[src/rtl/pps_pkg.sv]
package pps_pkg;

    typedef enum logic [1:0] {
        OP_READ       = 2'd0,
        OP_WRITE      = 2'd1,
        OP_CONNECT    = 2'd2,
        OP_DISCONNECT = 2'd3
    } pps_op_e;

    typedef enum logic [3:0] {
        S_IDLE, S_ADDR, S_LATCH, S_RD_LO, S_RD_HI, S_RD_END,
        S_WR_DATA, S_WR_STROBE, S_CONNECT, S_RESTORE, S_DONE
    } pps_state_e;

    localparam logic [3:0] CTRL_RESET = 4'hC;
    localparam logic [3:0] CTRL_REST  = 4'h4;
    localparam logic [3:0] CTRL_RD_LO = 4'h6;
    localparam logic [7:0] OFS_REGS   = 8'h08;
    localparam logic [7:0] OFS_CMDS   = 8'h10;
    localparam logic [7:0] ADDR_DISC  = 8'h20;
    localparam logic [2:0] LATCH_LAST = 3'd6;
    localparam logic [2:0] STRB_LAST  = 3'd3;

    // Control value for each sub-step of the address latch pattern.
    function automatic logic [3:0] latch_ctrl(input logic [2:0] n);
        unique case (n)
            3'd0, 3'd3: latch_ctrl = 4'hC;
            3'd1, 3'd2: latch_ctrl = 4'hE;
            default:    latch_ctrl = 4'h4;
        endcase
    endfunction

    // Control value for each sub-step of the write strobe.
    function automatic logic [3:0] strobe_ctrl(input logic [2:0] n);
        unique case (n)
            3'd0, 3'd2: strobe_ctrl = 4'h5;
            3'd1:       strobe_ctrl = 4'h7;
            default:    strobe_ctrl = 4'h4;
        endcase
    endfunction

endpackage

[src/rtl/pps_step_timer.sv]
module pps_step_timer #(
    parameter int HOLD_CYCLES = 2
) (
    input  logic clk,
    input  logic rst_n,
    input  logic active,
    output logic step_end
);
    localparam int CW = (HOLD_CYCLES > 1) ? $clog2(HOLD_CYCLES) : 1;
    localparam logic [CW-1:0] LAST = CW'(HOLD_CYCLES - 1);

    logic [CW-1:0] cnt_q;

    always_ff @(posedge clk or negedge rst_n) begin
        if (!rst_n)
            cnt_q <= '0;
        else if (!active || cnt_q == LAST)
            cnt_q <= '0;
        else
            cnt_q <= cnt_q + 1'b1;
    end

    assign step_end = active && (cnt_q == LAST);
endmodule

[src/rtl/pps_nibble_join.sv]
module pps_nibble_join (
    input  logic       clk,
    input  logic       rst_n,
    input  logic       cap_lo,
    input  logic       cap_hi,
    input  logic [3:0] nib_in,
    output logic [7:0] result
);
    logic [3:0] lo_q;

    always_ff @(posedge clk or negedge rst_n) begin
        if (!rst_n) begin
            lo_q   <= '0;
            result <= '0;
        end else begin
            if (cap_lo) lo_q   <= nib_in;
            if (cap_hi) result <= {nib_in, lo_q};
        end
    end
endmodule

[src/rtl/pport_reg_seq.sv]
module pport_reg_seq
    import pps_pkg::*;
#(
    parameter int HOLD_CYCLES = 2,
    parameter int IDX_W       = 3
) (
    input  logic             clk,
    input  logic             rst_n,
    input  logic             req,
    input  logic [1:0]       op,
    input  logic             bank,
    input  logic [IDX_W-1:0] idx,
    input  logic [7:0]       wdata,
    output logic             busy,
    output logic             done,
    output logic [7:0]       rd_data,
    output logic [7:0]       pp_data,
    output logic [3:0]       pp_ctrl,
    input  logic [3:0]       pp_status
);
    pps_state_e state_q, state_d;
    pps_op_e    op_q;
    logic [2:0] sub_q;
    logic [7:0] wdata_q, saved_data_q;
    logic [3:0] saved_ctrl_q;
    logic       step_end, active;
    logic [7:0] req_addr;

    assign req_addr = (bank ? OFS_CMDS : OFS_REGS) + 8'(idx);
    assign busy     = (state_q != S_IDLE);
    assign done     = (state_q == S_DONE);
    assign active   = busy && !done;

    pps_step_timer #(.HOLD_CYCLES(HOLD_CYCLES)) u_timer (
        .clk      (clk),
        .rst_n    (rst_n),
        .active   (active),
        .step_end (step_end)
    );

    pps_nibble_join u_join (
        .clk    (clk),
        .rst_n  (rst_n),
        .cap_lo (state_q == S_RD_LO && step_end),
        .cap_hi (state_q == S_RD_HI && step_end),
        .nib_in (pp_status),
        .result (rd_data)
    );

    // Next-state logic
    always_comb begin
        state_d = state_q;
        unique case (state_q)
            S_IDLE:      if (req) state_d = (pps_op_e'(op) == OP_CONNECT) ? S_CONNECT : S_ADDR;
            S_ADDR:      if (step_end) state_d = S_LATCH;
            S_LATCH:
                if (step_end && sub_q == LATCH_LAST) begin
                    unique case (op_q)
                        OP_READ:  state_d = S_RD_LO;
                        OP_WRITE: state_d = S_WR_DATA;
                        default:  state_d = S_RESTORE;
                    endcase
                end
            S_RD_LO:     if (step_end) state_d = S_RD_HI;
            S_RD_HI:     if (step_end) state_d = S_RD_END;
            S_RD_END:    if (step_end) state_d = S_DONE;
            S_WR_DATA:   if (step_end) state_d = S_WR_STROBE;
            S_WR_STROBE: if (step_end && sub_q == STRB_LAST) state_d = S_DONE;
            S_CONNECT:   if (step_end) state_d = S_DONE;
            S_RESTORE:   if (step_end) state_d = S_DONE;
            S_DONE:      state_d = S_IDLE;
            default:     state_d = S_IDLE;
        endcase
    end

    // State register
    always_ff @(posedge clk or negedge rst_n) begin
        if (!rst_n) state_q <= S_IDLE;
        else        state_q <= state_d;
    end

    // Port outputs and operation context
    always_ff @(posedge clk or negedge rst_n) begin
        if (!rst_n) begin
            pp_ctrl      <= CTRL_RESET;
            pp_data      <= '0;
            saved_ctrl_q <= CTRL_RESET;
            saved_data_q <= '0;
            op_q         <= OP_READ;
            wdata_q      <= '0;
            sub_q        <= '0;
        end else begin
            unique case (state_q)
                S_IDLE:
                    if (req) begin
                        op_q    <= pps_op_e'(op);
                        wdata_q <= wdata;
                        sub_q   <= '0;
                        pp_ctrl <= CTRL_REST;
                        unique case (pps_op_e'(op))
                            OP_CONNECT: begin
                                saved_ctrl_q <= pp_ctrl;
                                saved_data_q <= pp_data;
                            end
                            OP_DISCONNECT: pp_data <= ADDR_DISC;
                            default:       pp_data <= req_addr;
                        endcase
                    end
                S_ADDR:
                    if (step_end) begin
                        pp_ctrl <= latch_ctrl(3'd0);
                        sub_q   <= '0;
                    end
                S_LATCH:
                    if (step_end) begin
                        if (sub_q != LATCH_LAST) begin
                            sub_q   <= sub_q + 3'd1;
                            pp_ctrl <= latch_ctrl(sub_q + 3'd1);
                        end else begin
                            unique case (op_q)
                                OP_READ:  pp_ctrl <= CTRL_RD_LO;
                                OP_WRITE: begin
                                    pp_ctrl <= CTRL_REST;
                                    pp_data <= wdata_q;
                                end
                                default: begin
                                    pp_ctrl <= saved_ctrl_q;
                                    pp_data <= saved_data_q;
                                end
                            endcase
                        end
                    end
                S_RD_LO:
                    if (step_end) pp_ctrl <= CTRL_REST;
                S_WR_DATA:
                    if (step_end) begin
                        pp_ctrl <= strobe_ctrl(3'd0);
                        sub_q   <= '0;
                    end
                S_WR_STROBE:
                    if (step_end && sub_q != STRB_LAST) begin
                        sub_q   <= sub_q + 3'd1;
                        pp_ctrl <= strobe_ctrl(sub_q + 3'd1);
                    end
                default: ;
            endcase
        end
    end
endmodule

[config.mk]
export PLATFORM = sky130hd
export DESIGN_NAME = pport_reg_seq
export DESIGN_NICKNAME = d
export VERILOG_FILES = /design/src/rtl/pps_pkg.sv /design/src/rtl/pps_step_timer.sv /design/src/rtl/pps_nibble_join.sv /design/src/rtl/pport_reg_seq.sv
export SDC_FILE = /design/constraint.sdc
export NUM_CORES = 1
export LEC_CHECK = 0
export BUFFER_PORTS_ARGS = -buffer_cell sky130_fd_sc_hd__buf_2
export CAP_MARGIN = 20
export CORE_UTILIZATION = 43
export DETAILED_ROUTE_END_ITERATION = 7
export PLACE_DENSITY = 0.61
export SETUP_SLACK_MARGIN = 0.2
export SLEW_MARGIN = 40
export SYNTH_ARGS = -nofsm -noshare
export SYNTH_HDL_FRONTEND = slang
export SYNTH_SLANG_ARGS = --single-unit
[constraint.sdc]
create_clock -name clk -period 2.5 [get_ports clk]
set_clock_uncertainty 0.15 [all_clocks]
set_input_delay 0.125 -clock clk [delete_from_list [all_inputs] [get_ports clk]]
set_output_delay 0.125 -clock clk [all_outputs]
set_load 0.05 [all_outputs]
==> results.txt, run 1 <==
Initial DRC Count: 102
first-pass GRT wire length: 9.804 mm
Fillers: 532
Max Root-Sink Buffers: 2
Worst path slowest cell: or3_1
Min-Delay Path Depth: 3
total clock sinks: 54
final wirelength: 5.841 mm
Synth Warn #: 0
Vias: 2020
# setup viols final: 0
die area: 6478 um2
root buffer cell: clkbuf_8
R2R depth: 6
Primary FF master, synth: dfrtp_1
CTS tree: done
Via-to-Cell Ratio: 5.416
# IOs: 43
Post CTS Setup Buffer Count: 0
Max Cap Viol: 0
most common cell in the netlist: dfrtp_1
Total GRT Usage: 0.1976
Post-Syn Area: 2649 um2
Clk pwr share: 0.136
worst endpoint data arrival time: 2200 ps
worst skew pair latency: 300 ps
Seq/Total Area, Yosys: 0.5120
Hold Crit Class: in2reg
Mean Syn Cell Area: 11.42 um2
Leak: 0.001505 uW
CP max stage delay: 470 ps
Clock transition at path regs: 100 ps
CP Class: reg2reg
area leader, netlist: dfrtp_1
Antenna Nets Post-Route: 0
antenna violations before repair: 0
max-slew violations: 0
final hold violations: 0
switching share of power: 0.4463
row count: 28
Horiz. Die Dim: 80.49 um
crit-path max FO: 6
Flop pwr share: 0.372
Critical Path Most Common Cell: ha_1
first drt pass iteration count: 7
# DRC: 0
CP startpoint kind: register
fin util: 0.5543
normalized max-slew margin: 0.5907
drt wl/cell: 15.66 um
RSZ-0062 raised after global routing: no
Final nets: 324
global placement routability congestion: 0.8252
Core Region: 5921 um2
synth unique cells: 46
Critical Path End Type: register
DP HPWL: 4.019 mm
post-synthesis cell count: 232
H-Tree Depth: 2
Cell Chain, Critical Path: ha_1 -> ha_1 -> a21oi_1 -> a31oi_1 -> or3_1 -> mux2_1
Final period util: 0.8646
pwr dens: 1308 nW/um2
internal cell power: 2378 uW
status: finished, final reports clean
combinational share of power: 0.492
synth-to-layout area growth: 23.90%
TNS Setup: 0 ps
async set or reset register ratio after synthesis: 1.000
final worst slack: 338.6 ps
WP data required: 2540 ps
DP Worst Slack: 275.0 ps
Port Buffers: 42
Post-synth EDFFs: 0
vias in the first global route: 1988
#FFs+latches synth: 54
layout cells sized above 1: 0.3322
GRT overflow: 0
Switch Pwr: 1917 uW
Starting Density: 0.4474
Synth top area share: 0.4724
Die Ht: 80.49 um
top cells by count, synth: dfrtp_1 (50), mux2_2 (29), nand2_1 (19), nor2_1 (13), mux2_1 (12)
VDD IR max: 0.7365 mV
largest net degree at the start of global routing: 23
Mapped Nets: 259
Final min period: 2161 ps
CTS Buf Count: 5
Synth area leaders: dfrtp_1 (47%), mux2_2 (12%), mux2_1 (5.1%)
antenna diode count: 0
FMAX: 462.7 MHz
Tightest Pin Transition: 613.9 ps
[critical path: cells and delay by family, from the launching register on]
family          cells  cell delay (ps)
fa+ha+maj           2              450
compound gates      2              200
simple gates        1              470
mux                 1              340
flops               1              440
[power groups by stage]
stage	clock (uW)	sequential, uW	combinational [uW]
3_3_place_gp	0	1600	2060
6_report	583	1600	2110
5_1_grt	633	1660	2300
3_5_place_dp	0	1610	2080
4_1_cts	599	1600	2110
2_1_floorplan	0	2000	1180
[cells by family (layout without fill, tap and decap cells)]
family | Yosys count | after routing | share of synthesized area
flops | 54 | 54 | 0.5120
compound gates | 45 | 45 | 0.1205
mux | 42 | 42 | 0.1781
buf+inv | 22 | 88 | 0.03448
simple gates | 62 | 62 | 0.1233
fa+ha+maj | 6 | 6 | 0.02834
xor+xnor | 1 | 1 | 0.003307
[registers in the layout, indices dropped and copies added, names as in the netlist]
| name | cells |
|---|---|
| pp_data | 8 |
| op_q | 2 |
| saved_ctrl_q | 4 |
| pp_ctrl | 4 |
| u_timer.cnt_q | 1 |
| sub_q | 3 |
| wdata_q | 8 |
| u_join.lo_q | 4 |
| saved_data_q | 8 |
| state_q | 4 |
| u_join.result | 8 |
[cells in the final DEF, fill, tap and decap left out, types with 3 or more instances in the layout]
cell type	n
dfrtp_1	50
buf_2	42
mux2_2	29
nand2_1	19
dlygate4sd3_1	18
nor2_1	13
mux2_1	12
buf_4	11
inv_1	9
o21ai_0	8
o21ai_1	7
a21oi_1	6
ha_1	6
nor3_1	5
a222oi_1	5
clkbuf_8	5
dfstp_2	4
nand3_1	3
a22oi_1	3
nand4_1	3
[stage by stage]
step / power [uW] / hold WS (ps) / instances / cell area (um2)
final: 4294 / 31.45 / 373 / 3282
after floorplan: 3177 / -320.6 / 232 / 2655
after CTS: 4309 / 24.55 / 373 / 3278
after global placement: 3661 / -4.822 / 347 / 2984
after global routing: 4594 / 42.94 / 373 / 3282
after detailed placement: 3697 / -12.19 / 347 / 2988
[layer usage]
metal  vias up  GRT usage  share of wire
li1        971          -              -
met1       997     0.2744           0.48
met2        46     0.3203           0.48
met3         6    0.03182          0.032
met4         0    0.04821         0.0077
met5         -          0              0
[repair_timing]
item,CTS,global route
resized for setup,0,1
hold buffers,18,0
setup endpoints to repair,0,1
endpoints found under the hold margin,41,0
[area by class of cell]
class                   count  area (um2)  share of cell area
clock buffers               6       72.57             0.02211
clock inverters             2       37.54             0.01144
inverters                   9       33.78             0.01029
multi-input cells         156        1215              0.3702
flip-flops and latches     54        1356              0.4133
well taps                  75       93.84             0.02859
repair buffers             71       473.0              0.1441
[worst paths after layout]
kind | start | end | slack [ps]
max reg2reg | sub_q[0] | pp_ctrl[1] | 340
min reg2reg | saved_data_q[5] | saved_data_q[5] | 350
max in group asynchronous | rst_n | saved_ctrl_q[3] | 1300
max | sub_q[0] | pp_ctrl[1] | 340
min | op[0] | op_q[0] | 30
min in group asynchronous | rst_n | u_timer.cnt_q | 180
Power figures use the tool's default switching activity.
==> run 2: changes to the inputs <==
--- a/config.mk
+++ b/config.mk
@@ -7,8 +7,10 @@
 export LEC_CHECK = 0
 export BUFFER_PORTS_ARGS = -buffer_cell sky130_fd_sc_hd__buf_2
 export CAP_MARGIN = 20
+export CORE_ASPECT_RATIO = 1.1
 export CORE_UTILIZATION = 43
 export DETAILED_ROUTE_END_ITERATION = 7
+export MAX_ROUTING_LAYER = met4
 export PLACE_DENSITY = 0.61
 export SETUP_SLACK_MARGIN = 0.2
 export SLEW_MARGIN = 40
==> run 2 against run 1 <==
Against the previous run: total power decreased by 1.5%; critical endpoint unchanged; combinational power increased by 2%; wire length decreased by 2.3%; highest routed layer unchanged; final cell count increased by 1.1%; largest cell class unchanged.
==> results.txt, run 2 (synthesis results as in run 1) <==
Reg-to-Reg End: pp_ctrl[1]
CTS tree: done
Cell Chain, Critical Path: ha_1 -> ha_1 -> a21oi_1 -> a31oi_1 -> or3_4 -> mux2_1
WL met2: 2.743 mm (-1.9%)
antenna diode count: 0 (unchanged)
Max Root-Sink Buffers: 2 (unchanged)
RSZ-0062 raised after global routing: no
# setup viols final: 0 (unchanged)
Switch Pwr: 1916 uW (about the same)
WL met1: 2.695 mm (-4.1%)
layout cells sized above 1: 0.3400 (+0.007785)
TNS Setup: 0 ps (unchanged)
H-Tree Depth: 2 (unchanged)
Hold Crit Class: in2async
R2R depth: 6 (unchanged)
Initial DRC Count: 148 (+45%)
antenna violations before repair: 0 (unchanged)
commonest non-fill, non-tap cells in the layout: dfrtp_1 (49), buf_2 (42), mux2_2 (29), nand2_1 (19), dlygate4sd3_1 (19)
worst endpoint data arrival time: 2180 ps (-20 ps)
Critical Path Most Common Cell: ha_1
crit-path max FO: 6 (unchanged)
FMAX: 467.8 MHz (+1.1%)
WP depth: 6 (unchanged)
CP Class: reg2reg
die area: 6478 um2 (about the same)
largest net degree at the start of global routing: 24 (+4.3%)
max-slew violations: 0 (unchanged)
R2R Setup Slk: 360 ps (+20 ps)
drt wl/cell: 15.14 um (-3.3%)
Starting Density: 0.4534 (+0.006037)
worst setup path endpoint: pp_ctrl[1]
row count: 29 (+3.6%)
pwr dens: 1288 nW/um2 (-1.6%)
final hold violations: 0 (unchanged)
total clock sinks: 54 (unchanged)
Vias: 2038 (+0.89%)
CP top delay family: flip-flops
top sig layer: met4
Max Cap Viol: 0 (unchanged)
DP HPWL: 3.999 mm (-0.50%)
area of the multi-input gates: 1220 um2 (+0.41%)
WP buf/inv: 0 (unchanged)
WP data required: 2540 ps (about the same)
worst skew pair latency: 310 ps (about the same)
Leak: 0.001500 uW (-0.36%)
Clk pwr share: 0.115 (-0.021)
Antenna Nets Post-Route: 0 (unchanged)
# IOs: 43 (unchanged)
Fillers: 525 (-1.3%)
Via-to-Cell Ratio: 5.406 (-0.18%)
Critical Path End Type: register
final wirelength: 5.708 mm (-2.3%)
root buffer cell: clkbuf_8
Total GRT Usage: 0.2042 (+0.006581)
global placement routability congestion: 0.7989 (-3.2%)
Final period util: 0.8551 (-0.009458)
CP max stage delay: 460 ps (about the same)
RR Startpoint: sub_q[0]
status: finished, final reports clean
vias in the first global route: 2116 (+6.4%)
internal cell power: 2314 uW (-2.7%)
switching share of power: 0.4530 (+0.006670)
register area: 1358 um2 (about the same)
Worst path slowest cell: dfrtp_1
synth-to-layout area growth: 24.04%
commonest non-fill, non-tap cell in the layout: dfrtp_1
Clock transition at path regs: 90 ps (about the same)
combinational share of power: 0.508 (+0.016)
DR WL met3: 178 um (-4.3%)
VDD IR max: 0.6871 mV (-6.7%)
GRT overflow: 0 (unchanged)
Port Buffers: 42 (unchanged)
Die Ht: 84.32 um (+4.8%)
CP startpoint: sub_q[0]
Final min period: 2138 ps (-23.64 ps)
first-pass GRT wire length: 10.14 mm (+3.5%)
Horiz. Die Dim: 76.84 um (-4.5%)
Final nets: 326 (+0.62%)
Hold Worst Slack: 132.9 ps (+101.5 ps)
Tightest Pin Transition: 623.9 ps (+10.04 ps)
CP startpoint kind: register
Core Region: 5842 um2 (-1.3%)
CTS Buf Count: 5 (unchanged)
normalized max-slew margin: 0.5840 (-0.006694)
Flop pwr share: 0.377 (+0.005)
first drt pass iteration count: 4 (-3)
# DRC: 0 (unchanged)
[run 2: through the flow]
step | total power (uW) | worst slack [ps] | util | area, um2 | cells
after floorplan | 3177 | 308.7 | - | 2655 | 232
after global placement | 3699 | 150.3 | 0.5125 | 2994 | 350
after detailed placement | 3728 | 229.9 | 0.5132 | 2998 | 350
after CTS | 4244 | 202.0 | 0.5607 | 3276 | 377
after global routing | 4541 | 216.2 | 0.5624 | 3286 | 377
final | 4231 | 362.2 | 0.5624 | 3286 | 377
[run 2: what timing repair did]
item | CTS | global route
buffers inserted | 0 | 0
endpoints found under the hold margin | 36 | 0
resized for setup | 0 | 3
setup endpoints to repair | 0 | 12
hold buffers | 19 | 0
[run 2: how the worst min path moves through the flow]
stage / start / endpoint / slack [ps] / depth (start not counted)
3_5_place_dp: rst_n / state_q[3] / -60 / 1
2_1_floorplan: rst_n / op_q[0] / -320 / 0
4_1_cts: rst_n / state_q[3] / 140 / 2
6_report: rst_n / state_q[3] / 130 / 2
5_1_grt: rst_n / state_q[3] / 160 / 2
3_3_place_gp: rst_n / state_q[3] / -70 / 1
[run 2: cell type report]
class / count / area share
flip-flops and latches: 54 / 0.4132
inverters: 9 / 0.01028
repair buffers: 73 / 0.1493
well taps: 77 / 0.02932
clock inverters: 2 / 0.004570
multi-input cells: 156 / 0.3713
clock buffers: 6 / 0.02209
[run 2: power by group through the flow]
| stage | Clock, uW | Combinational, uW | Sequential (uW) |
|---|---|---|---|
| finish | 486 | 2150 | 1600 |
| global route | 528 | 2360 | 1660 |
| CTS | 507 | 2140 | 1590 |
| detailed placement | 0 | 2120 | 1610 |
| global placement | 0 | 2100 | 1600 |
| floorplan | 0 | 1180 | 2000 |
[run 2: layer usage]
metal | vias up | track usage
li1 | 975 | -
met1 | 1012 | 0.2613
met2 | 42 | 0.3328
met3 | 9 | 0.03043
met4 | 0 | 0.06469
met5 | - | -
==> run 3: changes to the inputs <==
--- a/config.mk
+++ b/config.mk
@@ -8,6 +8,7 @@
 export BUFFER_PORTS_ARGS = -buffer_cell sky130_fd_sc_hd__buf_2
 export CAP_MARGIN = 20
 export CORE_ASPECT_RATIO = 1.1
+export CORE_MARGIN = 1.5
 export CORE_UTILIZATION = 43
 export DETAILED_ROUTE_END_ITERATION = 7
 export MAX_ROUTING_LAYER = met4
==> run 3 against run 2 <==
Against the previous run: non-clock buffer count down 1; core utilization up 0.79 points; critical path depth unchanged; highest routed layer unchanged; flip-flop and latch count unchanged; register-to-register slack worse by 50 ps; global-route usage down 0.69 points; setup slack worse by 46 ps.
==> results.txt, run 3 (synthesis results as in run 1) <==
GRT overflow: 0 (unchanged)
Starting Density: 0.4534 (unchanged)
Clk pwr share: 0.162 (+0.047)
Final period util: 0.8734 (+0.01826)
normalized max-slew margin: 0.5494 (-0.03459)
Via-to-Cell Ratio: 5.426 (+0.36%)
drt wl/cell: 15.15 um (about the same)
Pwr Total: 4435 uW (+4.8%)
Max Cap Viol: 0 (unchanged)
vias in the first global route: 2094 (-1.0%)
Tightest Pin Transition: 675.9 ps (+51.97 ps)
internal cell power: 2518 uW (+8.8%)
max-slew violations: 0 (unchanged)
synth-to-layout area growth: 25.79%
DP HPWL: 3.878 mm (-3.0%)
non-filler instance count after layout: 376 (-0.27%)
TNS Setup: 0 ps (unchanged)
antenna diode count: 0 (unchanged)
CP startpoint: sub_q[0]
# setup viols final: 0 (unchanged)
Flop pwr share: 0.360 (-0.017)
FMAX: 458.0 MHz (-2.1%)
Final nets: 325 (-0.31%)
Port Buffers: 42 (unchanged)
CTS Buf Count: 5 (unchanged)
total clock sinks: 54 (unchanged)
first-pass GRT wire length: 10.09 mm (-0.48%)
VDD IR max: 0.7482 mV (+8.9%)
layout cells sized above 1: 0.3344 (-0.005552)
Horiz. Die Dim: 77.84 um (+1.3%)
CP Class: reg2reg
crit-path max FO: 6 (unchanged)
# DRC: 0 (unchanged)
dpl cells: 349 (-0.29%)
combinational share of power: 0.478 (-0.030)
switching share of power: 0.4322 (-0.02079)
Fillers: 497 (-5.3%)
register area: 1358 um2 (unchanged)
largest net degree at the start of global routing: 55 (+130%)
final wirelength: 5.698 mm (-0.18%)
Max Root-Sink Buffers: 2 (unchanged)
area of the multi-input gates: 1219 um2 (-0.10%)
status: finished, final reports clean
Initial DRC Count: 186 (+26%)
Switch Pwr: 1917 uW (about the same)
Total GRT Usage: 0.1973 (-0.006884)
root buffer cell: clkbuf_8
Core Region: 5842 um2 (unchanged)
hold path start: req
Final min period: 2183 ps (+45.66 ps)
Vias: 2040 (+0.098%)
final hold violations: 0 (unchanged)
CTS tree: done
R2R Setup Slk: 320 ps (-50 ps)
die area: 6640 um2 (+2.5%)
row count: 29 (unchanged)
Critical Path End Type: register
commonest non-fill, non-tap cell in the layout: dfrtp_1
RSZ-0062 raised after global routing: no
Hold Crit Class: in2reg
Post CTS Setup Buffer Count: 0 (unchanged)
CP startpoint kind: register
worst endpoint data arrival time: 2230 ps (+50 ps)
# IOs: 43 (unchanged)
Clock transition at path regs: 100 ps (about the same)
Antenna Nets Post-Route: 0 (unchanged)
H-Tree Depth: 2 (unchanged)
first drt pass iteration count: 4 (unchanged)
pwr dens: 1331 nW/um2 (+3.4%)
RR Startpoint: sub_q[0]
commonest non-fill, non-tap cells in the layout: dfrtp_1 (49), buf_2 (42), mux2_2 (29), nand2_1 (19), dlygate4sd3_1 (19)
antenna violations before repair: 0 (unchanged)
worst skew pair latency: 310 ps (about the same)
Die Ht: 85.32 um (+1.2%)
Hold Worst Slack: 284.3 ps (+151.3 ps)
global placement routability congestion: 0.8290 (+3.8%)
WP data required: 2540 ps (about the same)
Leak: 0.001528 uW (+1.9%)
-- run 3: critical path: stages, from the launching register on --
cell and delay (ps):
dfrtp_1 450, ha_1 230, ha_1 220, a21oi_1 140, a31oi_1 80, or3_1 470, mux2_1 340
-- run 3: per-stage QoR --
| stage | util | worst slack (ps) | instance area (um2) |
|---|---|---|---|
| detailed placement | 0.5119 | 219.5 | 2990 |
| finish | 0.5704 | 316.6 | 3332 |
| floorplan | - | 308.7 | 2655 |
| global route | 0.5704 | 202.1 | 3332 |
| CTS | 0.5691 | 310.3 | 3324 |
| global placement | 0.5112 | 145.6 | 2987 |
-- run 3: power groups by stage --
stage | registers [uW] | clock network, uW | logic [uW]
detailed placement | 1610 | 0 | 2100
global route | 1660 | 762 | 2310
finish | 1600 | 717 | 2120
CTS | 1590 | 737 | 2130
global placement | 1600 | 0 | 2080
floorplan | 2000 | 0 | 1180
-- run 3: layout make-up --
type	instances	share of cell area
Multi-Input combinational cell	156	0.3658
Timing Repair Buffer	72	0.1449
Clock buffer	6	0.02478
Inverter	9	0.01014
Clock inverter	2	0.01802
Sequential cell	54	0.4074
Tap cell	77	0.02891
-- run 3: what timing repair did --
action	in CTS	in global routing
resized for setup	1	1
endpoints found under the setup margin	2	1
hold buffers	19	0
endpoints found under the hold margin	72	0
gates cloned	0	0
-- run 3: per-layer routing --
metal  part of all wire  vias to the layer above  track usage
li1                   -                      974            -
met1               0.45                     1007       0.2564
met2               0.50                       53       0.3043
met3              0.042                        6      0.03118
met4              0.011                        0      0.08760
met5                  0                        -            -
-- run 3: worst paths after layout --
check                      cells after the start              end
setup / recovery                               6       pp_ctrl[0]
hold / removal                                 5       state_q[3]
setup reg to reg                               6       pp_ctrl[0]
hold reg to reg                                1  saved_data_q[5]
max in group asynchronous                      3       state_q[1]
min in group asynchronous                      3       wdata_q[0]
